$ cat config.mk
export PLATFORM = sky130hd
export DESIGN_NAME = irqagg_top
export DESIGN_NICKNAME = d
export VERILOG_FILES = /design/src/rtl/irqagg_pkg.sv /design/src/rtl/irqagg_msi_vec.sv /design/src/rtl/irqagg_intx.sv /design/src/rtl/irqagg_regs.sv /design/src/rtl/irqagg_top.sv
export SDC_FILE = /design/constraint.sdc
export NUM_CORES = 1
export LEC_CHECK = 0
export BUFFER_PORTS_ARGS = -buffer_cell sky130_fd_sc_hd__buf_2
export CORE_UTILIZATION = 45
export CTS_BUF_LIST = sky130_fd_sc_hd__clkbuf_2 sky130_fd_sc_hd__clkbuf_4 sky130_fd_sc_hd__clkbuf_8
export DETAILED_ROUTE_END_ITERATION = 10
export GPL_TIMING_DRIVEN = 0
export PLACE_DENSITY = 0.73
export SETUP_SLACK_MARGIN = 0.4
export SYNTH_ARGS = -nofsm -noshare
export SYNTH_HDL_FRONTEND = slang
export SYNTH_SLANG_ARGS = --single-unit
$ cat constraint.sdc
create_clock -name clk -period 3.5 [get_ports clk]
set_input_delay 0.35 -clock clk [delete_from_list [all_inputs] [get_ports clk]]
set_output_delay 0.35 -clock clk [all_outputs]
set_load 0.005 [all_outputs]
$ cat src/rtl/irqagg_pkg.sv
package irqagg_pkg;
   localparam int REG_AW = 12;
   localparam logic [REG_AW-1:0] OFS_MASK  = 12'h420;
   localparam logic [REG_AW-1:0] OFS_STAT  = 12'h424;
   localparam logic [REG_AW-1:0] OFS_MSTAT = 12'h42C;
   localparam logic [REG_AW-1:0] OFS_MADDR = 12'h430;
   localparam int INTX_LSB = 16;
   localparam int SUM_BIT  = 23;
endpackage

$ cat src/rtl/irqagg_msi_vec.sv
module irqagg_msi_vec
   import irqagg_pkg::*;
#(
   parameter int NUM_MSI = 32,
   parameter int DATA_W  = 32
) (
   input  logic               clk,
   input  logic               rst_n,
   input  logic               hit_valid,
   input  logic [DATA_W-1:0]  hit_addr_hi,
   input  logic [DATA_W-1:0]  hit_addr_lo,
   input  logic [DATA_W-1:0]  hit_data,
   input  logic [DATA_W-1:0]  target_addr,
   input  logic               clr_en,
   input  logic [NUM_MSI-1:0] clr_bits,
   output logic               accept_o,
   output logic [NUM_MSI-1:0] stat_q
);
   localparam logic [DATA_W-1:0] VEC_LIMIT = DATA_W'(NUM_MSI);

   logic               addr_ok;
   logic               data_ok;
   logic [NUM_MSI-1:0] set_vec;
   logic [NUM_MSI-1:0] clr_vec;

   always_comb begin
      addr_ok  = (hit_addr_hi == '0) && (hit_addr_lo == target_addr);
      data_ok  = (hit_data < VEC_LIMIT);
      accept_o = hit_valid && addr_ok && data_ok;
      clr_vec  = clr_en ? clr_bits : '0;
   end

   for (genvar i = 0; i < NUM_MSI; i++) begin : g_vec
      always_comb set_vec[i] = accept_o && (hit_data == DATA_W'(i));

      always_ff @(posedge clk or negedge rst_n) begin
         if (!rst_n)          stat_q[i] <= 1'b0;
         else if (set_vec[i]) stat_q[i] <= 1'b1;
         else if (clr_vec[i]) stat_q[i] <= 1'b0;
      end
   end
endmodule

$ cat src/rtl/irqagg_intx.sv
module irqagg_intx #(
   parameter int NUM_INTX = 4
) (
   input  logic                clk,
   input  logic                rst_n,
   input  logic [NUM_INTX-1:0] set_in,
   input  logic                clr_en,
   input  logic [NUM_INTX-1:0] clr_bits,
   output logic [NUM_INTX-1:0] stat_q
);
   for (genvar i = 0; i < NUM_INTX; i++) begin : g_line
      logic clr_here;
      always_comb clr_here = clr_en && clr_bits[i];

      always_ff @(posedge clk or negedge rst_n) begin
         if (!rst_n)         stat_q[i] <= 1'b0;
         else if (set_in[i]) stat_q[i] <= 1'b1;
         else if (clr_here)  stat_q[i] <= 1'b0;
      end
   end
endmodule

$ cat src/rtl/irqagg_regs.sv
module irqagg_regs
   import irqagg_pkg::*;
#(
   parameter int NUM_INTX = 4,
   parameter int DATA_W   = 32,
   parameter int ADDR_W   = 12
) (
   input  logic                clk,
   input  logic                rst_n,
   input  logic                wr_en,
   input  logic                rd_en,
   input  logic [ADDR_W-1:0]   addr,
   input  logic [DATA_W-1:0]   wdata,
   input  logic [DATA_W-1:0]   stat_word,
   input  logic [DATA_W-1:0]   mstat_word,
   output logic [NUM_INTX-1:0] mask_intx_q,
   output logic                mask_msi_q,
   output logic [DATA_W-1:0]   target_q,
   output logic                stat_wr_o,
   output logic                mstat_wr_o,
   output logic [DATA_W-1:0]   rdata
);
   logic              hit_mask;
   logic              hit_stat;
   logic              hit_mstat;
   logic              hit_maddr;
   logic [DATA_W-1:0] mask_word;
   logic [DATA_W-1:0] rd_mux;

   always_comb begin
      hit_mask   = (addr == ADDR_W'(OFS_MASK));
      hit_stat   = (addr == ADDR_W'(OFS_STAT));
      hit_mstat  = (addr == ADDR_W'(OFS_MSTAT));
      hit_maddr  = (addr == ADDR_W'(OFS_MADDR));
      stat_wr_o  = wr_en && hit_stat;
      mstat_wr_o = wr_en && hit_mstat;
   end

   always_ff @(posedge clk or negedge rst_n) begin
      if (!rst_n) begin
         mask_intx_q <= '1;
         mask_msi_q  <= 1'b1;
         target_q    <= '0;
      end else if (wr_en) begin
         if (hit_mask) begin
            mask_intx_q <= wdata[INTX_LSB +: NUM_INTX];
            mask_msi_q  <= wdata[SUM_BIT];
         end
         if (hit_maddr) target_q <= wdata;
      end
   end

   always_comb begin
      mask_word                       = '0;
      mask_word[INTX_LSB +: NUM_INTX] = mask_intx_q;
      mask_word[SUM_BIT]              = mask_msi_q;
      unique case (1'b1)
         hit_mask:  rd_mux = mask_word;
         hit_stat:  rd_mux = stat_word;
         hit_mstat: rd_mux = mstat_word;
         hit_maddr: rd_mux = target_q;
         default:   rd_mux = '0;
      endcase
   end

   always_ff @(posedge clk or negedge rst_n) begin
      if (!rst_n)     rdata <= '0;
      else if (rd_en) rdata <= rd_mux;
   end
endmodule

$ cat src/rtl/irqagg_top.sv
module irqagg_top
   import irqagg_pkg::*;
#(
   parameter int NUM_MSI  = 32,
   parameter int NUM_INTX = 4,
   parameter int DATA_W   = 32,
   parameter int ADDR_W   = 12
) (
   input  logic                clk,
   input  logic                rst_n,
   input  logic                msi_wr_valid,
   input  logic [DATA_W-1:0]   msi_wr_addr_hi,
   input  logic [DATA_W-1:0]   msi_wr_addr_lo,
   input  logic [DATA_W-1:0]   msi_wr_data,
   input  logic [NUM_INTX-1:0] intx_assert,
   input  logic                reg_wr_en,
   input  logic                reg_rd_en,
   input  logic [ADDR_W-1:0]   reg_addr,
   input  logic [DATA_W-1:0]   reg_wdata,
   output logic [DATA_W-1:0]   reg_rdata,
   output logic                irq_o
);
   if (NUM_MSI < 2 || NUM_MSI > DATA_W) begin : g_bad_msi
      $error("NUM_MSI must lie in 2..DATA_W");
   end
   if (INTX_LSB + NUM_INTX > SUM_BIT) begin : g_bad_intx
      $error("INTx field overlaps the summary bit");
   end
   if (ADDR_W < REG_AW) begin : g_bad_aw
      $error("ADDR_W too narrow for the register offsets");
   end

   logic [NUM_MSI-1:0]  msi_stat_q;
   logic [NUM_INTX-1:0] intx_q;
   logic [NUM_INTX-1:0] mask_intx_q;
   logic                mask_msi_q;
   logic [DATA_W-1:0]   target_q;
   logic                stat_wr;
   logic                mstat_wr;
   logic                msi_accept;
   logic                sum_q;
   logic                sum_clr;
   logic                irq_next;
   logic [DATA_W-1:0]   stat_word;
   logic [DATA_W-1:0]   mstat_word;

   irqagg_msi_vec #(.NUM_MSI(NUM_MSI), .DATA_W(DATA_W)) u_msi (
      .clk         (clk),
      .rst_n       (rst_n),
      .hit_valid   (msi_wr_valid),
      .hit_addr_hi (msi_wr_addr_hi),
      .hit_addr_lo (msi_wr_addr_lo),
      .hit_data    (msi_wr_data),
      .target_addr (target_q),
      .clr_en      (mstat_wr),
      .clr_bits    (reg_wdata[NUM_MSI-1:0]),
      .accept_o    (msi_accept),
      .stat_q      (msi_stat_q)
   );

   irqagg_intx #(.NUM_INTX(NUM_INTX)) u_intx (
      .clk      (clk),
      .rst_n    (rst_n),
      .set_in   (intx_assert),
      .clr_en   (stat_wr),
      .clr_bits (reg_wdata[INTX_LSB +: NUM_INTX]),
      .stat_q   (intx_q)
   );

   always_comb begin
      stat_word                       = '0;
      stat_word[INTX_LSB +: NUM_INTX] = intx_q;
      stat_word[SUM_BIT]              = sum_q;
      mstat_word                      = DATA_W'(msi_stat_q);
      sum_clr  = stat_wr && reg_wdata[SUM_BIT];
      irq_next = (|(intx_q & ~mask_intx_q)) | (sum_q & ~mask_msi_q);
   end

   irqagg_regs #(.NUM_INTX(NUM_INTX), .DATA_W(DATA_W), .ADDR_W(ADDR_W)) u_regs (
      .clk         (clk),
      .rst_n       (rst_n),
      .wr_en       (reg_wr_en),
      .rd_en       (reg_rd_en),
      .addr        (reg_addr),
      .wdata       (reg_wdata),
      .stat_word   (stat_word),
      .mstat_word  (mstat_word),
      .mask_intx_q (mask_intx_q),
      .mask_msi_q  (mask_msi_q),
      .target_q    (target_q),
      .stat_wr_o   (stat_wr),
      .mstat_wr_o  (mstat_wr),
      .rdata       (reg_rdata)
   );

   always_ff @(posedge clk or negedge rst_n) begin
      if (!rst_n) begin
         sum_q <= 1'b0;
         irq_o <= 1'b0;
      end else begin
         irq_o <= irq_next;
         if (msi_accept || (|msi_stat_q)) sum_q <= 1'b1;
         else if (sum_clr)                sum_q <= 1'b0;
      end
   end
endmodule

==> metrics.csv <==
metric,value,unit
Synth Warn #,0,
"area leader, netlist",dfrtp_1,
Max-cap violations,0,
Worst Path Buf+Inv,0,
fmax,365,MHz
crit path launch,u_regs.target_q[19],
fin crit period,2.74,ns
DP Worst Slack,0.672,ns
Pint,1.66,mW
clock skew,0.00890,ns
Tot Pwr,2.19,mW
Area Growth Syn to Fin,24.9,%
CTS root buffer,clkbuf_8,
cells after synthesis,552,
startpoint types,flop,
Synth Register Bits,107,
TritonCTS clock tree,built,
XOR/XNOR Fraction of Synth Area,3.83,%
# IOs,182,
"Cell Chain, Critical Path",nand2b_1 > o2111ai_1 > nor3_1 > nand4_1 > o31ai_1,
Mapped Nets,701,
worst slew margin relative to its limit,38.7,%
CP max stage delay,0.74,ns
sw frac,24.4,%
# rows,39,
gr usage total,28.2,%
period utilization,78.3,%
sequential power share,56.6,%
final RePlAce weighted congestion,0.958,
Yosys top cell area share,48.5,%
First-pass DRT Iterations,5,
CTS buffer count,9,
largest family of logic cells by synthesized area,simple AND/OR/NAND/NOR gates,
Layout Nets,894,
hold buffers post-CTS,0,
slew of the pin with the lowest slew margin,0.911,ns
global-route wire length before repair,25000,um
hold crit path type,input pin to asynchronous set/reset pin,
port bufs,181,
remaining antenna violation count,0,
register-to-register setup slack,0.76,ns
Clock Latency Late Sink,0.37,ns
RSZ-0062 raised after global routing,false,
"CP delay by family, top",simple AND/OR/NAND/NOR gates,
DRC,0,
core area,0.0114,sq mm
Mapped Area,0.00526,sq mm
DPL Wire Length,13000,um
Hold Worst Slack,-0.0000357,ns
status,finished with violations,
number of enable flip-flop cells after synthesis,0,
initial DRC count,515,
Resize count post-CTS,0,
"Slew Viols, Final",0,
number of hold violations in the final report,1,
WP data required,3.77,ns
Slowest cell on crit path,nor3_1,
GR Overflow Total,0,
vias in the first global route,4808,
layout cell share with drive strength beyond 1,31.6,%
sum of negative setup slack,0,ns
Power Density,334,mW/mm^2
Post-synth top flop,dfrtp_1,
H-Tree Depth,3,
crit end category,flop,
maximum clock path buffer count,2,
adder-cell share of the synthesized area,0,%
Avg WL per Cell,18.6,um
CTS Sinks,107,
maximum vdd drop,0.215,mV
worst r2r path cells,5,
Sw Pwr,0.536,mW
mux cell area share after synthesis,2.23,%
leak pwr,3.07,nW
vias,5083,
DIE AREA,0.0121,sq mm
vias per cell,5.69,
Async SR Flop Fraction,100,%
failing checks,negative hold slack,
WP data arrival,3.01,ns
number of distinct library cells after synthesis,49,
Worst Setup Path Type,flop to flop,
"Setup Fix Bufs, Post-CTS",0,
complex-gate fraction of the synthesized area,18.7,%
initial antenna violation count,0,
overall die width,110,um
largest net degree at the start of global routing,57,
Clock power frac,34.3,%
simple-gate share of the synthesized area,19.3,%
register clock-pin slew on the reported worst setup and hold paths,0.10,ns
RR Endpoint,u_msi.stat_q[23],
sequential area share after synthesis,51.0,%
Syn Area/Cell,9.53,sq um
Starting Density,46.1,%
Routed WL,16700,um
# setup viols final,0,
Final WS setup,0.759,ns
ranking of synthesized cells by area,"dfrtp_1, nand2_1, o21ai_0",
combinational share of power,9.1,%
Reg-to-Reg Start,u_regs.target_q[19],
die height,110,um
worst-path fanout max,8,
==> cells by family (layout without fill, tap and decap cells) <==
group / count (synthesis) / count (layout)
AOI/OAI and AO/OA: 149 / 149
xor gates and xnor gates: 23 / 23
buffers and inverters: 63 / 261
DFF: 107 / 107
muxes: 11 / 11
other: 0 / 1
and+or+nand+nor: 199 / 199
==> power by group through the flow <==
stage	Combinational (mW)	Sequential, mW	Clock (mW)
after floorplan	0.0525	1.27	0
after global placement	0.192	1.27	0
after detailed placement	0.201	1.27	0
after CTS	0.201	1.24	0.762
after global routing	0.223	1.24	0.804
final	0.200	1.24	0.753
==> worst register-to-register path: stages, from the launching register on <==
cell and delay [ns]:
dfrtp_1 0.44, nand2b_1 0.14, o2111ai_1 0.13, nor3_1 0.74, nand4_1 0.70, o31ai_1 0.49
==> synth_stat cells, drive strengths merged, types with 4 or more instances <==
library cell,n
nand2,110
dfrtp,102
o21ai,70
inv,41
a22oi,32
o31ai,30
nor4,27
xnor2,17
clkbuf,15
nand4,12
or2,9
nand2b,8
buf,7
nor3,7
mux2,6
nor2,6
xor2,6
dfstp,5
mux2i,5
nand3,4
==> metal layers <==
layer | global-route usage (%) | vias to the layer above | share of wire, %
met4 | 9.49 | 0 | 2.1
met5 | 0 | - | 0
met1 | 36.8 | 2382 | 40
met2 | 47.7 | 302 | 48
met3 | 4.59 | 36 | 9.6
li1 | - | 2363 | -
==> cell usage in the layout (no fill, tap or decap), types with 3 or more instances in the layout <==
cell	netlist	final
buf_2	3	183
nand2_1	109	109
dfrtp_1	102	102
o21ai_0	50	50
inv_1	41	41
a22oi_1	32	32
o31ai_1	30	30
nor4_1	24	24
o21ai_1	17	17
xnor2_1	17	17
clkbuf_1	15	15
nand4_1	12	12
or2_2	9	9
clkbuf_8	0	9
nand2b_1	8	8
xor2_1	6	6
nor3_1	6	6
nor2_1	6	6
mux2_2	6	6
mux2i_1	5	5
dfstp_2	5	5
nand3_1	4	4
clkinv_2	0	4
o221ai_1	3	3
or3b_2	3	3
buf_6	3	3
o21ai_2	3	3
nand3b_1	3	3
==> cell type report <==
class                           instances  area, sq um
Antenna cell                            1         2.50
Tap cell                              143          179
Clock buffer                            9          124
Buffer                                 22          109
Clock inverter                          7         67.6
Inverter                               41          154
Timing Repair Buffer                  182          936
Fill cell                            1006         4850
Multi-Input combinational cell        382         2320
Sequential cell                       107         2680
==> stage by stage <==
step	cells	instance area (sq um)	util (%)
3_3_place_gp	876	6350	55.6
2_1_floorplan	552	5260	-
6_report	894	6570	57.5
3_5_place_dp	877	6380	55.9
5_1_grt	893	6570	57.5
4_1_cts	893	6570	57.5
==> how the worst max path moves through the flow <==
stage / endpoint / slack (ns) / cells past startpoint
6_report: u_msi.stat_q[23] / 0.76 / 5
2_1_floorplan: u_regs.target_q[16] / 1.15 / 6
3_3_place_gp: u_msi.stat_q[28] / 0.82 / 7
3_5_place_dp: u_msi.stat_q[23] / 0.67 / 6
4_1_cts: u_msi.stat_q[23] / 0.92 / 5
5_1_grt: u_msi.stat_q[23] / 0.59 / 6
==> state kept, by name, summed over array words and instances, names as in the netlist <==
name and count:
u_regs.rdata 32, u_msi.stat_q 32, u_regs.target_q 32, u_intx.stat_q 4, u_regs.mask_intx_q 4, u_regs.mask_msi_q 1, sum_q 1, irq_o 1
(Power assumes the default switching activity.)
